File: src/rtl/ioport_pkg.sv
package ioport_pkg;
  localparam int NUM_PINS = 8;
  localparam int REG_W    = 2 * NUM_PINS;

  // fixed engine pin map
  localparam int PIN_SCK  = 0;
  localparam int PIN_MOSI = 1;
  localparam int PIN_MISO = 2;
  localparam int PIN_CS   = 3;
  localparam int PIN_SDA  = 4;
  localparam int PIN_SCL  = 5;
  localparam int PIN_TX   = 6;
  localparam int PIN_RX   = 7;

  typedef enum logic [1:0] {
    FN_GPIO = 2'b00,
    FN_SPI  = 2'b01,
    FN_I2C  = 2'b10,
    FN_UART = 2'b11
  } pinFn_e;

  typedef enum logic [2:0] {
    RS_DIR, RS_OUT, RS_IN, RS_SEL, RS_IE, RS_FLAG, RS_NONE
  } rdSel_e;

  typedef struct packed {
    logic             wrDir;
    logic             wrOut;
    logic             wrSel;
    logic             wrIe;
    logic             wrClr;
    rdSel_e           rdSel;
    logic [REG_W-1:0] data;
  } ctrlStrobe_t;
endpackage

File: src/rtl/ioPortSync.sv
module ioPortSync #(
  parameter int WIDTH  = 8,
  parameter int STAGES = 2
) (
  input  logic             clk,
  input  logic             rstN,
  input  logic [WIDTH-1:0] d,
  output logic [WIDTH-1:0] q
);
  logic [WIDTH-1:0] chain [STAGES];

  always_ff @(posedge clk or negedge rstN) begin
    if (!rstN) chain[0] <= '0;
    else       chain[0] <= d;
  end

  for (genvar s = 1; s < STAGES; s++) begin : g_stage
    always_ff @(posedge clk or negedge rstN) begin
      if (!rstN) chain[s] <= '0;
      else       chain[s] <= chain[s-1];
    end
  end

  assign q = chain[STAGES-1];
endmodule

File: src/rtl/ioPortCtrl.sv
module ioPortCtrl
  import ioport_pkg::*;
#(
  parameter int ADDR_W = 3
) (
  input  logic              clk,
  input  logic              rstN,
  input  logic [ADDR_W-1:0] regAddr,
  input  logic              regWrEn,
  input  logic [REG_W-1:0]  regWrData,
  output ctrlStrobe_t       strobe
);
  localparam logic [ADDR_W-1:0] A_DIR  = ADDR_W'(0);
  localparam logic [ADDR_W-1:0] A_OUT  = ADDR_W'(1);
  localparam logic [ADDR_W-1:0] A_IN   = ADDR_W'(2);
  localparam logic [ADDR_W-1:0] A_SEL  = ADDR_W'(3);
  localparam logic [ADDR_W-1:0] A_IE   = ADDR_W'(4);
  localparam logic [ADDR_W-1:0] A_FLAG = ADDR_W'(5);

  always_comb begin
    strobe       = '0;
    strobe.data  = regWrData;
    strobe.rdSel = RS_NONE;
    case (regAddr)
      A_DIR:  begin strobe.wrDir = regWrEn; strobe.rdSel = RS_DIR;  end
      A_OUT:  begin strobe.wrOut = regWrEn; strobe.rdSel = RS_OUT;  end
      A_IN:   strobe.rdSel = RS_IN;
      A_SEL:  begin strobe.wrSel = regWrEn; strobe.rdSel = RS_SEL;  end
      A_IE:   begin strobe.wrIe  = regWrEn; strobe.rdSel = RS_IE;   end
      A_FLAG: begin strobe.wrClr = regWrEn; strobe.rdSel = RS_FLAG; end
      default: ;
    endcase
  end

  AST_UNMAPPED_NO_WRITE: assert property (@(posedge clk) disable iff (!rstN)
    (regAddr > A_FLAG) |-> !(strobe.wrDir || strobe.wrOut || strobe.wrSel || strobe.wrIe || strobe.wrClr));
  AST_SINGLE_WRITE: assert property (@(posedge clk) disable iff (!rstN)
    $countones({strobe.wrDir, strobe.wrOut, strobe.wrSel, strobe.wrIe, strobe.wrClr}) <= 1);
endmodule

File: src/rtl/ioPortDatapath.sv
module ioPortDatapath
  import ioport_pkg::*;
#(
  parameter int SYNC_STAGES = 2
) (
  input  logic                clk,
  input  logic                rstN,
  input  ctrlStrobe_t         strobe,
  input  logic [NUM_PINS-1:0] pinIn,
  output logic [NUM_PINS-1:0] pinOut,
  output logic [NUM_PINS-1:0] pinOe,
  output logic [REG_W-1:0]    rdData,
  output logic                irq,
  input  logic                spiSck,
  input  logic                spiMosi,
  input  logic                spiCs,
  output logic                spiMiso,
  input  logic                i2cSdaLow,
  input  logic                i2cSclLow,
  output logic                i2cSdaIn,
  output logic                i2cSclIn,
  input  logic                uartTx,
  output logic                uartRx
);
  localparam int PAD_W = REG_W - NUM_PINS;

  logic [NUM_PINS-1:0] dirR, outR, ieR, flagR, pinPrev, pinSync;
  logic [NUM_PINS-1:0] isGpioIn, edgeHit, clrMask;
  logic [REG_W-1:0]    selR;
  pinFn_e              fn [NUM_PINS];

  ioPortSync #(.WIDTH(NUM_PINS), .STAGES(SYNC_STAGES)) u_sync (
    .clk(clk), .rstN(rstN), .d(pinIn), .q(pinSync)
  );

  always_ff @(posedge clk or negedge rstN) begin
    if (!rstN) begin
      dirR <= '0; outR <= '0; ieR <= '0; selR <= '0;
    end else begin
      if (strobe.wrDir) dirR <= strobe.data[NUM_PINS-1:0];
      if (strobe.wrOut) outR <= strobe.data[NUM_PINS-1:0];
      if (strobe.wrIe)  ieR  <= strobe.data[NUM_PINS-1:0];
      if (strobe.wrSel) selR <= strobe.data;
    end
  end

  assign clrMask = strobe.wrClr ? strobe.data[NUM_PINS-1:0] : '0;
  assign edgeHit = (pinSync ^ pinPrev) & isGpioIn & ieR;

  always_ff @(posedge clk or negedge rstN) begin
    if (!rstN) begin
      pinPrev <= '0;
      flagR   <= '0;
    end else begin
      pinPrev <= pinSync;
      flagR   <= (flagR & ~clrMask) | edgeHit;
    end
  end

  assign irq = |flagR;

  for (genvar i = 0; i < NUM_PINS; i++) begin : g_pin
    logic oeB, outB;
    assign fn[i]       = pinFn_e'(selR[2*i +: 2]);
    assign isGpioIn[i] = (fn[i] == FN_GPIO) && !dirR[i];

    always_comb begin
      oeB  = 1'b0;
      outB = 1'b0;
      case (fn[i])
        FN_GPIO: begin oeB = dirR[i]; outB = outR[i]; end
        FN_SPI: begin
          if (i == PIN_SCK)       begin oeB = 1'b1; outB = spiSck;  end
          else if (i == PIN_MOSI) begin oeB = 1'b1; outB = spiMosi; end
          else if (i == PIN_CS)   begin oeB = 1'b1; outB = spiCs;   end
        end
        FN_I2C: begin
          if (i == PIN_SDA)      oeB = i2cSdaLow;
          else if (i == PIN_SCL) oeB = i2cSclLow;
        end
        FN_UART: begin
          if (i == PIN_TX) begin oeB = 1'b1; outB = uartTx; end
        end
        default: ;
      endcase
    end
    assign pinOe[i]  = oeB;
    assign pinOut[i] = outB;

    AST_I2C_NEVER_HIGH: assert property (@(posedge clk) disable iff (!rstN)
      (fn[i] == FN_I2C && pinOe[i]) |-> !pinOut[i]);
    AST_GPIO_IN_RELEASED: assert property (@(posedge clk) disable iff (!rstN)
      (fn[i] == FN_GPIO && !dirR[i]) |-> !pinOe[i]);
    AST_NO_ROLE_RELEASED: assert property (@(posedge clk) disable iff (!rstN)
      ((fn[i] == FN_SPI && (i == PIN_MISO || i > PIN_CS)) ||
       (fn[i] == FN_I2C && i != PIN_SDA && i != PIN_SCL) ||
       (fn[i] == FN_UART && i != PIN_TX)) |-> !pinOe[i]);
    AST_FLAG_SOURCE: assert property (@(posedge clk) disable iff (!rstN)
      $rose(flagR[i]) |-> $past(isGpioIn[i] && ieR[i]));
    AST_W1C_CLEARS: assert property (@(posedge clk) disable iff (!rstN)
      (clrMask[i] && !edgeHit[i]) |=> !flagR[i]);
  end

  assign spiMiso  = (fn[PIN_MISO] == FN_SPI)  ? pinSync[PIN_MISO] : 1'b0;
  assign i2cSdaIn = (fn[PIN_SDA]  == FN_I2C)  ? pinSync[PIN_SDA]  : 1'b1;
  assign i2cSclIn = (fn[PIN_SCL]  == FN_I2C)  ? pinSync[PIN_SCL]  : 1'b1;
  assign uartRx   = (fn[PIN_RX]   == FN_UART) ? pinSync[PIN_RX]   : 1'b1;

  always_comb begin
    case (strobe.rdSel)
      RS_DIR:  rdData = {{PAD_W{1'b0}}, dirR};
      RS_OUT:  rdData = {{PAD_W{1'b0}}, outR};
      RS_IN:   rdData = {{PAD_W{1'b0}}, pinSync};
      RS_SEL:  rdData = selR;
      RS_IE:   rdData = {{PAD_W{1'b0}}, ieR};
      RS_FLAG: rdData = {{PAD_W{1'b0}}, flagR};
      default: rdData = '0;
    endcase
  end
endmodule

File: src/rtl/ioPortBank.sv
module ioPortBank
  import ioport_pkg::*;
#(
  parameter int ADDR_W      = 3,
  parameter int SYNC_STAGES = 2
) (
  input  logic                clk,
  input  logic                rstN,
  input  logic [ADDR_W-1:0]   regAddr,
  input  logic                regWrEn,
  input  logic [REG_W-1:0]    regWrData,
  output logic [REG_W-1:0]    regRdData,
  input  logic [NUM_PINS-1:0] pinIn,
  output logic [NUM_PINS-1:0] pinOut,
  output logic [NUM_PINS-1:0] pinOe,
  output logic                irq,
  input  logic                spiSck,
  input  logic                spiMosi,
  input  logic                spiCs,
  output logic                spiMiso,
  input  logic                i2cSdaLow,
  input  logic                i2cSclLow,
  output logic                i2cSdaIn,
  output logic                i2cSclIn,
  input  logic                uartTx,
  output logic                uartRx
);
  ctrlStrobe_t strobe;

  ioPortCtrl #(.ADDR_W(ADDR_W)) u_ctrl (
    .clk(clk), .rstN(rstN), .regAddr(regAddr), .regWrEn(regWrEn),
    .regWrData(regWrData), .strobe(strobe)
  );

  ioPortDatapath #(.SYNC_STAGES(SYNC_STAGES)) u_dp (
    .clk(clk), .rstN(rstN), .strobe(strobe), .pinIn(pinIn),
    .pinOut(pinOut), .pinOe(pinOe), .rdData(regRdData), .irq(irq),
    .spiSck(spiSck), .spiMosi(spiMosi), .spiCs(spiCs), .spiMiso(spiMiso),
    .i2cSdaLow(i2cSdaLow), .i2cSclLow(i2cSclLow),
    .i2cSdaIn(i2cSdaIn), .i2cSclIn(i2cSclIn),
    .uartTx(uartTx), .uartRx(uartRx)
  );
endmodule

File: config.mk
export PLATFORM = sky130hd
export DESIGN_NAME = ioPortBank
export DESIGN_NICKNAME = d
export VERILOG_FILES = /design/src/rtl/ioport_pkg.sv /design/src/rtl/ioPortSync.sv /design/src/rtl/ioPortCtrl.sv /design/src/rtl/ioPortDatapath.sv /design/src/rtl/ioPortBank.sv
export SDC_FILE = /design/constraint.sdc
export NUM_CORES = 1
export LEC_CHECK = 0
export CAP_MARGIN = 20
export CORE_MARGIN = 2
export CORE_UTILIZATION = 35
export DETAILED_ROUTE_END_ITERATION = 16
export DONT_BUFFER_PORTS = 1
export SLEW_MARGIN = 20
export SYNTH_ARGS = -nofsm -noshare
export SYNTH_HDL_FRONTEND = slang
export SYNTH_SLANG_ARGS = --single-unit
File: constraint.sdc
create_clock -name clk -period 2.3 [get_ports clk]
set_clock_uncertainty 0.05 [all_clocks]
set_input_delay 0.46 -clock clk [delete_from_list [all_inputs] [get_ports clk]]
set_output_delay 0.46 -clock clk [all_outputs]
set_load 0.01 [all_outputs]
==> results of run 1 <==
[metrics by stage]
step	setup slack, ps	cell area (sq um)	cells	power [mW]	hold slack [ps]
after global placement	230.3	3517	387	2.352	116.4
after detailed placement	191.6	3517	387	2.377	116.4
after global routing	121.3	3735	405	3.543	48.17
final	193.8	3735	405	3.340	77.89
after floorplan	113.6	3458	271	2.303	114.4
after CTS	185.9	3735	405	3.388	59.67
[metal layers]
| layer | vias up | routed length [um] | track usage |
|---|---|---|---|
| met3 | 15 | 409 | 0.05040 |
| met2 | 55 | 3471 | 0.2223 |
| met1 | 1052 | 3789 | 0.2242 |
| met4 | 2 | 165 | 0.06984 |
| li1 | 945 | - | - |
| met5 | - | 16 | 0 |
[synthesized netlist by cell type, drive strengths merged]
master,number
o22a,8
nand3b,2
and2,6
a22oi,1
nor2b,3
clkbuf,2
nor2,15
nand4b,1
mux2,40
ha,3
nand2b,2
o21ai,8
xor2,7
inv,2
nor3b,7
or2,1
mux2i,29
nor3,2
and4b,1
a22o,4
nor4bb,1
nor4,4
and3b,1
nand2,13
buf,24
a21o,1
nor4b,5
xnor2,1
dfrtp,72
nand4bb,1
a32o,3
a21oi,1
[flip-flops by register name, indices dropped and copies added (netlist names)]
| signal | cells |
|---|---|
| u_dp.u_sync.q | 8 |
| u_dp.selR | 16 |
| u_dp.flagR | 8 |
| u_dp.dirR | 8 |
| u_dp.outR | 8 |
| u_dp.ieR | 8 |
| u_dp.pinPrev | 8 |
| u_dp.u_sync.chain | 8 |
[final timing paths]
check                      cells past startpoint                        endpoint                            start
hold / removal                                 0  u_dp.u_sync.chain[9]$_DFF_PN0_                         pinIn[1]
setup / recovery                               6                    regRdData[7]                       regAddr[1]
hold reg to reg                                0      u_dp.u_sync.q[7]$_DFF_PN0_  u_dp.u_sync.chain[15]$_DFF_PN0_
setup reg to reg                               5         u_dp.flagR[6]$_DFF_PN0_        u_dp.selR[12]$_DFFE_PN0P_
min in group asynchronous                      2        u_dp.outR[0]$_DFFE_PN0P_                             rstN
max in group asynchronous                      2         u_dp.ieR[1]$_DFFE_PN0P_                             rstN
[kinds of logic (layout without fill, tap and decap cells)]
kind of cell    after synthesis  count (layout)  share of synthesized area
fa+ha+maj                     3               3                    0.01085
compound gates               26              26                    0.05644
simple gates                 65              65                     0.1226
flops                        72              72                     0.5210
buf+inv                      28              29                    0.05463
mux                          69              69                     0.2142
xor+xnor                      8               8                    0.02026
[power breakdown]
| group | internal, mW | switching [mW] | leakage [nW] |
|---|---|---|---|
| clock network | 0.497 | 0.471 | 0.0941 |
| registers | 1.51 | 0.249 | 0.852 |
| logic | 0.333 | 0.274 | 0.663 |
| total | 2.35 | 0.994 | 1.61 |
[area by class of cell]
type                       instances  area [sq um]  area share
timing repair buffer              11         105.1     0.02814
clock buffer                      12         135.1     0.03618
multi-input combinational        171          1474      0.3946
clock inverter                     4         45.04     0.01206
inverter                           2         7.507    0.002010
sequential                        72          1802      0.4824
tap                              133         166.4     0.04456
[critical path, delay by kind of cell]
family                     cells  cell delay [ps]
buffers and inverters          1              200
and+or+nand+nor                2              350
AOI/OAI and AO/OA              2              350
adders and majority gates      1              240
==> run summary, run 1 <==
setup TNS - 0 ps
Final GP Congestion - 0.7858
R2R setup slack - 1180 ps
clock transition at the registers of the reported paths - 80 ps
worst path required time - 1790 ps
worst IR drop on VDD - 302.6 uV
Overflow after GRT - 0
CP Data Arrival Time - 1600 ps
Crit-path slowest cell - ha_1
CTS Hold Buffers Added - 2
Slew Viols, Final - 0
number of setup buffers added after CTS - 0
Die W - 103.4 um
core box area - 9684 sq um
run status - finished clean
critical path's largest stage delay - 240 ps
DPL Wire Length - 5.249 mm
critical-path cell list - nand2b_4 -> ha_1 -> nand4bb_1 -> buf_4 -> o22a_1 -> o21ai_0
num rows - 36
Worst Hold Class - in -> reg
WL per Instance - 19.39 um
CTS tree - yes
Worst-Margin Slew - 491.6 ps
post-synthesis cell count - 271
Worst setup SP type - primary input
Initial Util - 0.3571
Final min period - 2106 ps
CTS resizes - 0
Crit. End Element - primary output
DRC viols - 0
Setup-failing EPs final - 0
vias in the first global route - 2084
total CTS buffers - 9
syn_nets - 310
synth unique cells - 37
Final Util - 0.3857
Vias/cell - 5.109
largest cells by area after synthesis - dfrtp_1 52%, mux2_2 13%, mux2i_1 8.4%
P_leak - 1.609 nW
Synth warnings - 0
P per Cell Area - 894.3 nW/um^2
initial drt markers - 100
max cap viols - 0
largest area contributor in the synthesized netlist - dfrtp_1
max_slew headroom - 0.6688
clk_lat worst skew - 350 ps
Syn Std Cell Area - 3458 sq um
ant diodes - 0
Layout area overhead - 7.996%
share of layout cells above drive strength 1 - 0.2537
peak fanout along the critical path - 10
commonest cells after routing, fill and taps aside - 72 x dfrtp_1, 40 x mux2_2, 29 x mux2i_1, 15 x nor2_1, 13 x nand2_1
PortBufs - 0
CTS sink count - 72
area share of the largest cell type after synthesis - 0.5210
most common cell after layout, fill and taps aside - dfrtp_1
Die Y-Extent - 103.4 um
All-Layer GR Usage - 0.1586
f_max - 474.8 MHz
drt total wl - 7.853 mm
Seq/Total Area, Yosys - 0.5210
Die Area - 10690 sq um
clock tree buffer depth - 2
first-pass GRT wire length - 12.05 mm
critical setup path kind - in -> out
Vias - 2069
Final Cycle Share - 0.9157
CTS H-tree lvls - 3
synthesis-stage register bit count - 72
endpoints failing hold - 0
Syn Area/Cell - 12.76 sq um
pin count of the biggest net entering global routing - 73
CTS root buf - clkbuf_8
RSZ-0062 raised after global routing - no
# fillers - 940
Pre-Repair DR Iteration Count - 4
initial antenna violation count - 1
I/O pin count - 73
antenna viol nets, final - 0
fin nets - 306
Note: power is estimated with default switching activity, not from simulation.
==> inputs of run 2 (changes only) <==
- MAX_ROUTING_LAYER: default -> met4
- PLACE_DENSITY: default -> 0.59
==> run 2 against run 1 <==
  * Critical path depth is the same
  * Worst hold slack better by 2.6 ps
  * Non-clock buffer count down 1
  * First-iteration DRC count shrank 22%
  * Largest power group unchanged
==> run summary, run 2 (synthesized netlist as in run 1, its figures left out) <==
run status - finished clean
first-pass GRT wire length - 11.56 mm (-4.0%)
max_slew headroom - 0.5962 (-0.07262)
number of flip-flops under the largest register name - 16 (unchanged)
All-Layer GR Usage - 0.1538 (-0.004800)
vias in the first global route - 2073 (-0.53%)
Final Util - 0.3930 (+0.007364)
Die Y-Extent - 103.4 um (unchanged)
P per Cell Area - 963.3 nW/um^2 (+7.7%)
Vias - 2082 (+0.63%)
reg-to-reg startpoint - u_dp.selR[10]$_DFFE_PN0P_
share of layout cells above drive strength 1 - 0.2593 (+0.005583)
commonest cells after routing, fill and taps aside - 72 x dfrtp_1, 40 x mux2_2, 29 x mux2i_1, 15 x nor2_1, 13 x nand2_1
Final GP Congestion - 0.7770 (-1.1%)
Reg area - 1802 sq um (unchanged)
DRC viols - 0 (unchanged)
Layout area overhead - 10.06%
clock transition at the registers of the reported paths - 80 ps (about the same)
Die Area - 10690 sq um (unchanged)
max cap viols - 0 (unchanged)
initial antenna violation count - 1 (unchanged)
hold path cells - 0 (unchanged)
min-delay src - pinIn[6]
worst path required time - 1790 ps (about the same)
Worst-Margin Slew - 605.0 ps (+113.5 ps)
Die W - 103.4 um (unchanged)
antenna viol nets, final - 0 (unchanged)
CTS root buf - clkbuf_8
f_max - 478.8 MHz (+0.84%)
fin nets - 305 (-0.33%)
Pre-Repair DR Iteration Count - 4 (unchanged)
Inst Count DP - 386 (-0.26%)
number of setup buffers added after CTS - 0 (unchanged)
Gate power share - 0.164 (-0.018)
Flop pwr share - 0.482 (-0.046)
initial drt markers - 78 (-22%)
WL per Instance - 18.97 um (-2.2%)
# fillers - 954 (+1.5%)
r2r endpoint - u_dp.flagR[5]$_DFF_PN0_
Multi-input gate area - 1474 sq um (unchanged)
core box area - 9684 sq um (unchanged)
Worst setup SP type - primary input
Crit. End Element - primary output
Reg with most FFs - u_dp.selR
peak fanout along the critical path - 10 (unchanged)
setup TNS - 0 ps (unchanged)
pin count of the biggest net entering global routing - 73 (unchanged)
Setup-failing EPs final - 0 (unchanged)
critical setup path kind - in -> out
Placed Area - 3510 sq um (-0.21%)
worst IR drop on VDD - 328.5 uV (+8.5%)
endpoints failing hold - 0 (unchanged)
number of cells on the worst reg-to-reg path - 2 (-3)
CTS H-tree lvls - 3 (unchanged)
Slew Viols, Final - 0 (unchanged)
PortBufs - 0 (unchanged)
num rows - 36 (unchanged)
Initial Util - 0.3571 (unchanged)
CTS sink count - 72 (unchanged)
P_sw - 997.0 uW (+0.25%)
clk_lat worst skew - 350 ps (about the same)
total CTS buffers - 9 (unchanged)
P_leak - 1.635 nW (+1.6%)
drt total wl - 7.662 mm (-2.4%)
Internal - 2.670 mW (+14%)
Pwr Total - 3.667 mW (+9.8%)
Final Cycle Share - 0.9081 (-0.007655)
Hold EP - u_dp.u_sync.chain[14]$_DFF_PN0_
R2R setup slack - 1120 ps (-60 ps)
Sw Share - 0.2719 (-0.02584)
CP Data Arrival Time - 1580 ps (-20 ps)
Vias/cell - 5.153 (+0.88%)
Clock power frac - 0.354 (+0.064)
most common cell after layout, fill and taps aside - dfrtp_1
clock tree buffer depth - 2 (unchanged)
Overflow after GRT - 0 (unchanged)
Final Non-Filler Cells - 404 (-0.25%)
design area - 3806 sq um (+1.9%)
I/O pin count - 73 (unchanged)
RSZ-0062 raised after global routing - no
CTS tree - yes
Worst Hold Class - in -> reg
Final min period - 2089 ps (-17.61 ps)
DPL Wire Length - 5.098 mm (-2.9%)
## run 2: critical path, stage by stage
cell and delay (ps):
nand2b_4 140, ha_1 240, nand4bb_1 200, buf_4 200, o22a_1 170, o21ai_0 180
## run 2: worst max path at each step
stage	slack, ps	start	end
2_1_floorplan	110	regAddr[1]	regRdData[1]
3_3_place_gp	240	regAddr[1]	regRdData[5]
3_5_place_dp	210	regAddr[1]	regRdData[5]
4_1_cts	200	regAddr[1]	regRdData[5]
5_1_grt	140	regAddr[1]	regRdData[5]
6_report	210	regAddr[1]	regRdData[5]
## run 2: area by class of cell
| type | instances | share of cell area |
|---|---|---|
| diodes | 1 | 0.0006575 |
| clock buffers | 9 | 0.03254 |
| clock inverters | 6 | 0.03485 |
| inverters | 2 | 0.001972 |
| multi-input cells | 171 | 0.3872 |
| flip-flops and latches | 72 | 0.4734 |
| well taps | 133 | 0.04372 |
| repair buffers | 10 | 0.02564 |
## run 2: power by group through the flow
stage          registers (mW)  clock network [mW]  logic, mW
6_report                 1.77                1.30      0.603
5_1_grt                  1.81                1.39      0.672
4_1_cts                  1.77                1.34      0.615
3_5_place_dp             1.79                   0      0.577
3_3_place_gp             1.78                   0      0.567
2_1_floorplan            1.70                   0      0.603
## run 2: repair_timing
action | CTS | global route
hold buffers | 2 | 0
resized for setup | 0 | 0
endpoints found under the hold margin | 72 | 0
## run 2: stage by stage
step | setup WS, ps | hold WS [ps]
floorplan | 113.6 | 114.4
global placement | 235.1 | 115.9
detailed placement | 208.7 | 116.4
CTS | 204.3 | 63.74
global route | 135.7 | 57.99
finish | 211.4 | 80.49
## run 2: routing by layer
| layer | track usage | vias up | part of all wire |
|---|---|---|---|
| li1 | - | 948 | - |
| met1 | 0.2225 | 1066 | 0.50 |
| met2 | 0.2055 | 54 | 0.43 |
| met3 | 0.03360 | 14 | 0.049 |
| met4 | 0.06680 | 0 | 0.021 |
| met5 | - | - | 0 |
